<file path="src/rtl/ebr_pkg.sv">
package ebr_pkg;

   localparam int INSTR_W  = 32;
   localparam int OPC_W    = 6;
   localparam int OPC_LSB  = 26;
   localparam int IMM_W    = 16;
   localparam int JIDX_W   = 26;
   localparam int JHI_W    = 4;

   localparam logic [OPC_W-1:0] OPC_JUMP  = 6'h02;
   localparam logic [OPC_W-1:0] OPC_JLINK = 6'h03;
   localparam logic [OPC_W-1:0] OPC_BEQZ  = 6'h04;
   localparam logic [OPC_W-1:0] OPC_BNEZ  = 6'h05;

   localparam logic [INSTR_W-1:0] NOP_WORD = '0;

   typedef enum logic [1:0] {
      CTL_NONE = 2'd0,
      CTL_BEQZ = 2'd1,
      CTL_BNEZ = 2'd2,
      CTL_JUMP = 2'd3
   } ctl_kind_e;

   function automatic ctl_kind_e classify(input logic [OPC_W-1:0] opc);
      ctl_kind_e k;
      unique case (opc)
         OPC_BEQZ:            k = CTL_BEQZ;
         OPC_BNEZ:            k = CTL_BNEZ;
         OPC_JUMP, OPC_JLINK: k = CTL_JUMP;
         default:             k = CTL_NONE;
      endcase
      return k;
   endfunction

endpackage

</file>
<file path="src/rtl/ebr_ifid_reg.sv">
module ebr_ifid_reg
   import ebr_pkg::*;
#(
   parameter int XLEN = 32
) (
   input  logic               clk_i,
   input  logic               rst_ni,
   input  logic               squash_i,
   input  logic [INSTR_W-1:0] instr_i,
   input  logic [XLEN-1:0]    pc4_i,
   output logic [INSTR_W-1:0] instr_o,
   output logic [XLEN-1:0]    pc4_o,
   output logic               valid_o
);

   always_ff @(posedge clk_i) begin
      if (!rst_ni) begin
         instr_o <= NOP_WORD;
         pc4_o   <= '0;
         valid_o <= 1'b0;
      end else begin
         pc4_o <= pc4_i;
         if (squash_i) begin
            instr_o <= NOP_WORD;
            valid_o <= 1'b0;
         end else begin
            instr_o <= instr_i;
            valid_o <= 1'b1;
         end
      end
   end

endmodule

</file>
<file path="src/rtl/ebr_ctl_decode.sv">
module ebr_ctl_decode
   import ebr_pkg::*;
(
   input  logic [INSTR_W-1:0] instr_i,
   input  logic               valid_i,
   output ctl_kind_e          kind_o,
   output logic [IMM_W-1:0]   imm_o,
   output logic [JIDX_W-1:0]  jidx_o
);

   logic [OPC_W-1:0] opc;

   always_comb begin
      opc    = instr_i[OPC_LSB +: OPC_W];
      kind_o = valid_i ? classify(opc) : CTL_NONE;
      imm_o  = instr_i[IMM_W-1:0];
      jidx_o = instr_i[JIDX_W-1:0];
   end

endmodule

</file>
<file path="src/rtl/ebr_zero_test.sv">
module ebr_zero_test #(
   parameter int XLEN    = 32,
   parameter bit USE_TREE = 1'b1,
   parameter int CHUNK   = 8
) (
   input  logic [XLEN-1:0] val_i,
   output logic            zero_o
);

   localparam int NCHUNK = XLEN / CHUNK;

   generate
      if (CHUNK < 1 || (XLEN % CHUNK) != 0) begin : g_bad_chunk
         $error("ebr_zero_test: CHUNK must divide XLEN");
      end

      if (USE_TREE) begin : g_tree
         logic [NCHUNK-1:0] part_nz;
         for (genvar g = 0; g < NCHUNK; g++) begin : g_part
            assign part_nz[g] = |val_i[g*CHUNK +: CHUNK];
         end
         assign zero_o = ~|part_nz;
      end else begin : g_flat
         assign zero_o = (val_i == '0);
      end
   endgenerate

endmodule

</file>
<file path="src/rtl/ebr_target_gen.sv">
module ebr_target_gen
   import ebr_pkg::*;
#(
   parameter int XLEN = 32
) (
   input  logic [XLEN-1:0]   pc4_i,
   input  ctl_kind_e         kind_i,
   input  logic [IMM_W-1:0]  imm_i,
   input  logic [JIDX_W-1:0] jidx_i,
   output logic [XLEN-1:0]   target_o
);

   localparam int SEXT_W  = XLEN - IMM_W - 2;
   localparam int JLOW_W  = JIDX_W + 2;
   localparam int JKEEP_W = XLEN - JLOW_W;

   logic [XLEN-1:0] br_off;
   logic [XLEN-1:0] br_tgt;
   logic [XLEN-1:0] jmp_tgt;

   always_comb begin
      br_off   = {{SEXT_W{imm_i[IMM_W-1]}}, imm_i, 2'b00};
      br_tgt   = pc4_i + br_off;
      jmp_tgt  = {pc4_i[XLEN-1 -: JKEEP_W], jidx_i, 2'b00};
      target_o = (kind_i == CTL_JUMP) ? jmp_tgt : br_tgt;
   end

endmodule

</file>
<file path="src/rtl/early_branch_unit.sv">
module early_branch_unit
   import ebr_pkg::*;
#(
   parameter int XLEN      = 32,
   parameter bit ZT_TREE   = 1'b1,
   parameter int ZT_CHUNK  = 8
) (
   input  logic               clk_i,
   input  logic               rst_ni,
   input  logic               delay_slot_mode_i,
   input  logic [INSTR_W-1:0] if_instr_i,
   input  logic [XLEN-1:0]    if_pc4_i,
   input  logic [XLEN-1:0]    rs_value_i,
   output logic [INSTR_W-1:0] id_instr_o,
   output logic [XLEN-1:0]    id_pc4_o,
   output logic               id_valid_o,
   output logic               redirect_o,
   output logic [XLEN-1:0]    target_o,
   output logic               squash_o
);

   generate
      if (XLEN < JIDX_W + 2 + JHI_W) begin : g_bad_xlen
         $error("early_branch_unit: XLEN too small for jump target");
      end
   endgenerate

   ctl_kind_e         kind;
   logic [IMM_W-1:0]  imm;
   logic [JIDX_W-1:0] jidx;
   logic              rs_zero;
   logic              taken;

   ebr_ifid_reg #(.XLEN(XLEN)) u_ifid (
      .clk_i    (clk_i),
      .rst_ni   (rst_ni),
      .squash_i (squash_o),
      .instr_i  (if_instr_i),
      .pc4_i    (if_pc4_i),
      .instr_o  (id_instr_o),
      .pc4_o    (id_pc4_o),
      .valid_o  (id_valid_o)
   );

   ebr_ctl_decode u_dec (
      .instr_i (id_instr_o),
      .valid_i (id_valid_o),
      .kind_o  (kind),
      .imm_o   (imm),
      .jidx_o  (jidx)
   );

   ebr_zero_test #(.XLEN(XLEN), .USE_TREE(ZT_TREE), .CHUNK(ZT_CHUNK)) u_zt (
      .val_i  (rs_value_i),
      .zero_o (rs_zero)
   );

   ebr_target_gen #(.XLEN(XLEN)) u_tgt (
      .pc4_i    (id_pc4_o),
      .kind_i   (kind),
      .imm_i    (imm),
      .jidx_i   (jidx),
      .target_o (target_o)
   );

   always_comb begin
      unique case (kind)
         CTL_BEQZ: taken = rs_zero;
         CTL_BNEZ: taken = ~rs_zero;
         CTL_JUMP: taken = 1'b1;
         default:  taken = 1'b0;
      endcase
      redirect_o = taken;
      squash_o   = taken & ~delay_slot_mode_i;
   end

endmodule

</file>
<file path="config.mk">
export PLATFORM = sky130hd
export DESIGN_NAME = early_branch_unit
export DESIGN_NICKNAME = d
export VERILOG_FILES = /design/src/rtl/ebr_pkg.sv /design/src/rtl/ebr_ifid_reg.sv /design/src/rtl/ebr_ctl_decode.sv /design/src/rtl/ebr_zero_test.sv /design/src/rtl/ebr_target_gen.sv /design/src/rtl/early_branch_unit.sv
export SDC_FILE = /design/constraint.sdc
export NUM_CORES = 1
export LEC_CHECK = 0
export BUFFER_PORTS_ARGS = -buffer_cell sky130_fd_sc_hd__buf_2
export CORE_ASPECT_RATIO = 1.4
export CORE_UTILIZATION = 35
export CTS_BUF_LIST = sky130_fd_sc_hd__clkbuf_16
export CTS_CLUSTER_SIZE = 30
export DETAILED_ROUTE_END_ITERATION = 7
export PLACE_DENSITY = 0.77
export SYNTH_ARGS = -nofsm -noshare
export SYNTH_HDL_FRONTEND = slang
export SYNTH_SLANG_ARGS = --single-unit
export TNS_END_PERCENT = 100
</file>
<file path="constraint.sdc">
create_clock -name clk_i -period 4.25 [get_ports clk_i]
set_input_delay 1.0625 -clock clk_i [delete_from_list [all_inputs] [get_ports clk_i]]
set_output_delay 1.0625 -clock clk_i [all_outputs]
set_load 0.01 [all_outputs]
</file>
==> results of run 1 <==
-- where the power goes --
part	total, mW	internal (mW)	switching [mW]
clock	0.711	0.443	0.269
sequential	0.668	0.645	0.0239
combinational	0.416	0.190	0.226
total	1.80	1.28	0.518
-- routing by layer --
layer / GRT usage [%] / up-vias / wire length, um
met2: 35.9 / 141 / 5800
met5: 0 / - / 13
met3: 5.63 / 26 / 725
met4: 9.33 / 2 / 306
li1: - / 1977 / -
met1: 23.9 / 1806 / 4720
-- logic make-up (layout without fill, tap and decap cells) --
family / Yosys count / in the layout / synth area share (%)
adders and majority gates: 30 / 30 / 10.3
and+or+nand+nor: 186 / 186 / 27.0
DFF: 65 / 65 / 34.9
xor gates and xnor gates: 17 / 17 / 4.00
AOI/OAI and AO/OA: 109 / 109 / 19.5
buffers and inverters: 36 / 237 / 3.66
muxes: 2 / 2 / 0.571
-- metrics by stage --
stage	TNS (ps)	utilization [%]	hold slack [ps]	power [mW]
floorplan	0	-	890	0.917
global placement	0	46.9	1260	1.08
detailed placement	0	46.9	1270	1.09
CTS	0	49.7	913	1.81
global route	-40.9	49.9	922	1.88
finish	0	49.9	923	1.80
-- placed cells by master (no fill, tap or decap), types with 4 or more instances in the layout --
cell and count:
or3_1 5, a211oi_1 5, dfxtp_1 65, a21oi_1 30, a21o_1 7, o31ai_1 6
nor3b_1 4, nor4b_1 5, nand2_1 32, clkbuf_16 9, inv_1 22, nor2_1 32
xnor2_1 15, buf_4 6, nor4_1 10, and2_1 67, o21ai_1 5, buf_2 197
nand3_1 13, o21ai_0 19, and3_1 7, o21bai_1 4, ha_1 26
-- path summary, 6_finish.rpt --
path,startpoint,end,cells after the start,slack [ps]
worst max-delay path,u_ifid.instr_o[0],target_o[24],11,140
worst min-delay path,if_instr_i[3],u_ifid.instr_o[3],2,920
worst max register to register,u_ifid.instr_o[29],u_ifid.instr_o[15],5,2260
worst min register to register,u_ifid.instr_o[27],u_ifid.valid_o,3,1460
-- final cells by class --
class,instances,area [sq um]
inverter,19,71.3
tap,138,173
clock buffer,9,225
clock inverter,6,53.8
sequential,65,1300
multi-input combinational,344,2310
fill,1040,5180
timing repair buffer,203,1030
-- worst max-delay path, stage by stage, from the launching register on --
cell	delay, ps
dfxtp_1	320
ha_1	230
fa_1	430
a21oi_2	180
o21ai_1	110
a21o_1	230
a31oi_2	230
o31a_1	190
o22ai_1	170
or3_1	380
nand3_1	120
buf_2	140
-- flip-flops by register name (all words and copies together) (netlist names) --
name / flops
u_ifid.instr_o: 32
u_ifid.pc4_o: 32
u_ifid.valid_o: 1
-- what timing repair did --
item | 4_1_cts | 5_1_grt
pin swaps | 1 | 3
endpoints found under the setup margin | 1 | 5
resized for setup | 0 | 6
hold buffers | 0 | 0
setup buffers | 1 | 0
==> results by group, run 1 <==
Status
  – Status: finished clean

STA
  – Final period utilization: 96.8%
  – Fin. Hold Viols: 0
  – FMAX: 243 MHz
  – Worst-Margin Slew: 1030 ps
  – Unrepaired setup endpoints after global routing: yes
  – PnR worst setup slack: 136 ps
  – Final min period: 4110 ps
  – Final clock skew: 5.75 ps
  – Max-slew headroom: 31.6%
  – Max Slew Vio Count: 0
  – Setup violators final: 0

Logic synthesis
  – Register area share after synthesis: 34.9%
  – Yosys top cell by area: dfxtp_1
  – Synth warnings: 0
  – Post-synth top cells: and2_1, dfxtp_1, nand2_1, nor2_1, a21oi_1
  – EDFF count, synth: 0
  – Most frequent cell after synthesis: and2_1
  – Ranking of synthesized cells by area: dfxtp_1, and2_1, ha_1, a21oi_1, xnor2_1
  – #FFs+latches synth: 65
  – Post-synth ARST share: 0%
  – Mean Syn Cell Area: 8.37 sq um
  – Synth Net Count: 574
  – Cell count after synthesis: 445
  – Post-synthesis cell area: 0.00373 sq mm
  – Synth top area share: 34.9%
  – Top FF cell, synth: dfxtp_1
  – Distinct cells, synth: 52

Final layout
  – Finished Cell Area: 0.00517 sq mm
  – Layout cells sized above 1: 35.0%
  – Fin cells: 784
  – Area Overhead vs Synth: 38.6%
  – Ant diodes: 0
  – Total Nets Final: 771

Placed design
  – DP Worst Slack: 332 ps
  – GPL Wtd Cong: 0.834
  – Buffers on Ports: 197
  – Dpl cells: 768
  – Placed inst area: 0.00486 sq mm
  – Post-detail-place hpwl: 8970 um

GRT
  – Largest net degree at the start of global routing: 35
  – Gr usage total: 20.9%
  – First-pass GRT wire length: 17600 um
  – Number of global-route vias before repair: 3795
  – Gr ovfl total: 0
  – Antenna violations before repair: 1

Clock tree
  – Worst-skew pair later-pin latency: 340 ps
  – Clk buf depth: 2
  – H-tree lvl count: 3
  – Clk pin slew, worst setup/hold paths: 50 ps
  – CTS Root Cell: clkbuf_16
  – CTS tree: built
  – CTS buffer count: 9
  – Clock sink count: 65

Drt
  – Via density: 5.04
  – Antenna Nets Post-Route: 0
  – DR pass1 iterations: 4
  – Drc violations: 0
  – Routed WL: 11600 um
  – Initial DRC count: 164
  – Via count: 3952
  – WL/cell: 14.8 um

Power and ir drop
  – Peak supply drop: 0.211 mV
  – Pleak: 2.57 nW
  – Pwr per Cell Area: 348 mW/mm^2

Floorplan
  – Top Ports: 198
  – Initial Util: 36.0%
  – Die H: 124 um
  – Die width: 89.2 um
  – Core footprint: 0.0103 sq mm
  – Die ar.: 0.0111 sq mm
  – Rows: 44

Worst setup path
  – CP endpoint kind: primary output
  – Worst path required time: 3190 ps
  – Worst setup path category: flip-flop to primary output
  – CP Launch Type: flip-flop
  – Critical Path AT: 3050 ps
  – Worst-path maximum fanout: 4

Min path
  – Worst min path class: input port to flip-flop

Flow run
  – Max Cap Viol: 0
Power figures use the tool's default switching activity.
==> run 2, diff against run 1 <==
PLACE_DENSITY = 0.75   (was 0.77)
SYNTH_HIERARCHICAL = 1   (was unset)
==> run 2 against run 1 <==
Final area up 2.0%. Largest power group unchanged. Global-route usage down 2.8 points. Register-to-register slack got worse by 110 ps. Critical endpoint is now target_o[30]. Critical path depth is the same. Sequential share of layout area shrank 0.50 points. Highest routed layer is now met4.
==> results by group, run 2 <==
Placed design
  – GPL Wtd Cong: 0.882
  – Dpl cells: 770
  – Post-detail-place hpwl: 8940 um
  – Buffers on Ports: 197

STA
  – Final period utilization: 96.9%
  – Fin. Hold Viols: 0
  – Final min period: 4120 ps
  – Max-slew headroom: 40.3%
  – Unrepaired setup endpoints after global routing: no
  – Setup violators final: 0
  – Sum of negative setup slack: 0 ps
  – Final clock skew: 4.05 ps
  – Max Slew Vio Count: 0
  – FMAX: 243 MHz
  – Worst-Margin Slew: 896 ps

Drt
  – Via count: 3895
  – Via density: 4.94
  – Antenna Nets Post-Route: 0
  – WL/cell: 14.3 um
  – Drc violations: 0
  – Initial DRC count: 117
  – DR pass1 iterations: 4
  – Routed WL: 11200 um

Logic synthesis
  – EDFF count, synth: 0
  – Most frequent cell after synthesis: dfxtp_1
  – #FFs+latches synth: 65
  – Synth top area share: 31.0%
  – Post-synth top cells: dfxtp_1, buf_4, a21oi_1
  – Top FF cell, synth: dfxtp_1
  – Post-synthesis cell area: 0.00420 sq mm
  – Distinct cells, synth: 60
  – Ranking of synthesized cells by area: dfxtp_1, ha_1, buf_4, and3b_1, and2_1
  – Synth warnings: 6
  – Synth Net Count: 612
  – Mean Syn Cell Area: 8.69 sq um
  – Cell count after synthesis: 483
  – Post-synth ARST share: 0%
  – Register area share after synthesis: 31.0%
  – Yosys top cell by area: dfxtp_1

Worst setup path
  – CP startpoint: u_ifid/instr_o[0]
  – CP max-delay cell: fa_1
  – Critical Path AT: 3050 ps
  – CP top delay family: compound AO/OA/AOI/OAI gates
  – Max stage delay on crit path: 410 ps
  – Worst path required time: 3190 ps
  – Worst-path maximum fanout: 3
  – WP depth: 11
  – Top cell by count, worst path: a21oi_1
  – CP Capture Point: target_o[30]
  – CP bufs+invs: 1
  – Setup slack, reg-to-reg: 2150 ps
  – Worst setup path category: flip-flop to primary output
  – Reg2reg end: u_ifid/instr_o[23]
  – R2R Path Start: u_ifid/instr_o[30]
  – CP Launch Type: flip-flop
  – CP endpoint kind: primary output
  – R2R depth: 6
  – CP cell instances: ha_1 > fa_1 > a21o_1 > a221oi_4 > or3_4 > a21oi_1 > o21a_2 > o211ai_1 > a21oi_1 > o31ai_2 > buf_2

Flow run
  – Max Cap Viol: 0

Min path
  – Worst hold start: if_pc4_i[14]
  – Hold depth: 2
  – Worst min path class: input port to flip-flop

Floorplan
  – Rows: 47
  – Initial Util: 35.7%
  – Core footprint: 0.0118 sq mm
  – Top Ports: 198
  – Die width: 94.6 um
  – Die ar.: 0.0124 sq mm
  – Die H: 132 um

Final layout
  – Layout cells sized above 1: 36.4%
  – Fin cells: 788
  – Area Overhead vs Synth: 25.5%
  – Most frequent cells in the layout: buf_2, dfxtp_1, a21oi_1
  – Total Nets Final: 764
  – Number of fill cells: 1231
  – Biggest regs: u_ifid/instr_o (32), u_ifid/pc4_o (32), u_ifid/valid_o (1)
  – Most common cell after layout, fill and taps aside: buf_2

Clock tree
  – Clk buf depth: 2
  – CTS buffer count: 9
  – CTS Root Cell: clkbuf_16
  – Hold_buf cts: 0
  – Clock sink count: 65
  – Clk pin slew, worst setup/hold paths: 50 ps
  – H-tree lvl count: 3
  – CTS tree: built
  – Worst-skew pair later-pin latency: 330 ps

GRT
  – Gr usage total: 18.1%
  – Gr ovfl total: 0
  – First-pass GRT wire length: 17500 um
  – Number of global-route vias before repair: 3806
  – Largest net degree at the start of global routing: 66
  – Antenna violations before repair: 1

Status
  – Status: finished clean

Power and ir drop
  – Pleak: 2.73 nW
  – Peak supply drop: 0.196 mV
  – Pwr per Cell Area: 337 mW/mm^2
## run 2: layout make-up
class | instances | area, sq um | share of cell area, %
antenna | 1 | 2.50 | 0.0475
clock buffer | 9 | 225 | 4.27
clock inverter | 7 | 55.1 | 1.04
inverter | 6 | 22.5 | 0.427
multi-input combinational | 351 | 2460 | 46.6
sequential | 65 | 1300 | 24.7
tap | 147 | 184 | 3.49
timing repair buffer | 202 | 1020 | 19.4
## run 2: repair_timing
action                     CTS  global route
buffers inserted             0             1
hold endpoints to repair     0             0
setup endpoints to repair    0             1
gates resized for setup      0             1
## run 2: stage by stage
step | hold slack (ps) | worst slack, ps | power [mW] | utilization (%) | area, sq um
2_1_floorplan | 1140 | 623 | 0.952 | - | 4200
3_3_place_gp | 1260 | 407 | 1.08 | 42.2 | 4970
3_5_place_dp | 1270 | 379 | 1.09 | 42.2 | 4970
4_1_cts | 926 | 16.0 | 1.79 | 44.6 | 5250
5_1_grt | 932 | 1.48 | 1.86 | 44.8 | 5270
6_report | 938 | 133 | 1.77 | 44.8 | 5270
## run 2: how the worst min path moves through the flow
stage / endpoint
2_1_floorplan: u_ifid/instr_o[28]
3_3_place_gp: u_ifid/valid_o
3_5_place_dp: u_ifid/pc4_o[14]
4_1_cts: u_ifid/pc4_o[14]
5_1_grt: u_ifid/pc4_o[26]
6_report: u_ifid/pc4_o[14]
## run 2: cell families after synthesis
logic type      count (synthesis)  share of synthesized area [%]
compound gates                109                           17.2
xor+xnor                       26                           5.42
fa+ha+maj                      30                           9.12
buf+inv                        67                           10.8
flops                          65                           31.0
mux                             3                          0.894
simple gates                  183                           25.6
## run 2: metal layers
layer  global-route usage, %  wire length [um]  share of wire (%)
met5                       0                 0                  0
met4                    8.08               315                2.8
met3                    5.27               757                6.7
met2                    33.7              5960                 53
met1                    18.1              4210                 37
## run 2: power by group
part	internal (mW)	switching [mW]	total (mW)
combinational	0.191	0.218	0.409
clock	0.443	0.254	0.697
sequential	0.645	0.0234	0.668
total	1.28	0.496	1.77
==> run 3, diff against run 2 <==
CTS_BUF_LIST = unset   (was sky130_fd_sc_hd__clkbuf_16)
==> run 3 against run 2 <==
Highest routed layer unchanged. Register-to-register slack about the same. First-iteration DRC count decreased by 9.4%. Sequential power about the same. Utilization increased by 0.085 points. Routed wire length unchanged. Global-route usage unchanged. Sequential share of layout area about the same. Fmax about the same. Power increased by 1.4%.
==> results by group, run 3 (same netlist as run 2, synthesis figures left out) <==
Power and ir drop
  – Pwr per Cell Area: 341 mW/mm^2
  – Total power: 1.80 mW
  – Pleak: 2.73 nW
  – Peak supply drop: 0.195 mV

Final layout
  – Layout cells sized above 1: 36.6%
  – Number of fill cells: 1228
  – Area Overhead vs Synth: 25.7%
  – Total Nets Final: 764
  – Most frequent cells in the layout: buf_2, dfxtp_1, a21oi_1
  – Biggest regs: u_ifid/instr_o (32), u_ifid/pc4_o (32), u_ifid/valid_o (1)
  – Fin cells: 788
  – Finished Cell Area: 0.00528 sq mm
  – Most common cell after layout, fill and taps aside: buf_2

STA
  – Final min period: 4120 ps
  – Max-slew headroom: 40.7%
  – Worst-Margin Slew: 890 ps
  – Fin. Hold Viols: 0
  – PnR worst setup slack: 131 ps
  – Final period utilization: 96.9%
  – Max Slew Vio Count: 0
  – Unrepaired setup endpoints after global routing: no
  – Setup violators final: 0
  – Final clock skew: 3.81 ps
  – FMAX: 243 MHz
  – Sum of negative setup slack: 0 ps

Worst setup path
  – CP Launch Type: flip-flop
  – Worst setup path category: flip-flop to primary output
  – Worst path required time: 3190 ps
  – Critical Path AT: 3060 ps
  – CP endpoint kind: primary output
  – Worst-path maximum fanout: 3

Floorplan
  – Die ar.: 0.0124 sq mm
  – Top Ports: 198
  – Die H: 132 um
  – Core footprint: 0.0118 sq mm
  – Initial Util: 35.7%
  – Rows: 47
  – Die width: 94.6 um

Drt
  – Initial DRC count: 106
  – Via density: 4.94
  – DR pass1 iterations: 4
  – Routed WL: 11200 um
  – Via count: 3896
  – Antenna Nets Post-Route: 0
  – Drc violations: 0
  – WL/cell: 14.3 um

GRT
  – First-pass GRT wire length: 17500 um
  – Number of global-route vias before repair: 3803
  – Antenna violations before repair: 1
  – Gr ovfl total: 0
  – Gr usage total: 18.1%
  – Largest net degree at the start of global routing: 66

Min path
  – Worst min path class: input port to flip-flop

Clock tree
  – H-tree lvl count: 3
  – CTS tree: built
  – Clk pin slew, worst setup/hold paths: 50 ps
  – CTS Root Cell: clkbuf_16
  – Clock sink count: 65
  – Worst-skew pair later-pin latency: 330 ps
  – CTS buffer count: 9
  – Clk buf depth: 2

Placed design
  – Post-detail-place hpwl: 8940 um
  – Buffers on Ports: 197
  – GPL Wtd Cong: 0.882
  – Placed inst area: 0.00497 sq mm
  – Dpl cells: 770
  – DP Worst Slack: 379 ps

Flow run
  – Max Cap Viol: 0

Status
  – Status: finished clean
-- run 3: cell count changes in the layout (fill, tap and decap cells not counted), sizes merged --
| cell | change |
|---|---|
| inv | -3 |
| clkinv | -1 |
| clkbuf | +4 |
-- run 3: stage by stage --
stage | util, % | hold slack, ps
after floorplan | - | 1140
after global placement | 42.2 | 1260
after detailed placement | 42.2 | 1270
after CTS | 44.7 | 926
after global routing | 44.9 | 932
final | 44.9 | 939
-- run 3: timing repair --
| action | CTS | global route |
|---|---|---|
| buffers inserted | 0 | 1 |
| hold buffers | 0 | 0 |
| resized for setup | 0 | 1 |
| endpoints found under the setup margin | 0 | 1 |
-- run 3: cell type report --
type | count | area, sq um | area share [%]
timing repair buffer | 202 | 1020 | 19.4
sequential | 65 | 1300 | 24.6
clock buffer | 13 | 250 | 4.74
tap | 147 | 184 | 3.48
multi-input combinational | 351 | 2460 | 46.5
inverter | 6 | 22.5 | 0.427
antenna | 1 | 2.50 | 0.0474
clock inverter | 3 | 40.0 | 0.758
-- run 3: routing by layer --
layer / share of wire (%) / vias up / track usage [%]
met3: 7.0 / 19 / 5.27
met2: 53 / 139 / 33.7
met1: 37 / 1772 / 18.0
met4: 2.5 / 0 / 8.08
li1: - / 1966 / -
met5: 0 / - / 0
-- run 3: worst paths after layout --
check,startpoint,to,slack [ps],cells past startpoint
max,u_ifid/instr_o[0],target_o[30],130,11
min,if_pc4_i[14],u_ifid/pc4_o[14],940,2
max reg2reg,u_ifid/instr_o[30],u_ifid/instr_o[23],2160,6
min reg2reg,u_ifid/instr_o[28],u_ifid/valid_o,1300,6
-- run 3: power breakdown --
part	internal, mW	switching (mW)	leakage (nW)
Sequential	0.645	0.0234	0.542
Combinational	0.191	0.218	2.04
Clock	0.468	0.253	0.144
-- run 3: critical path, stage by stage (launching register included) --
cell and delay (ps):
dfxtp_1 320, ha_1 220, fa_1 410, a21o_1 240, a221oi_4 290, or3_4 180
a21oi_1 70, o21a_2 230, o211ai_1 280, a21oi_1 120, o31ai_2 210, buf_2 160
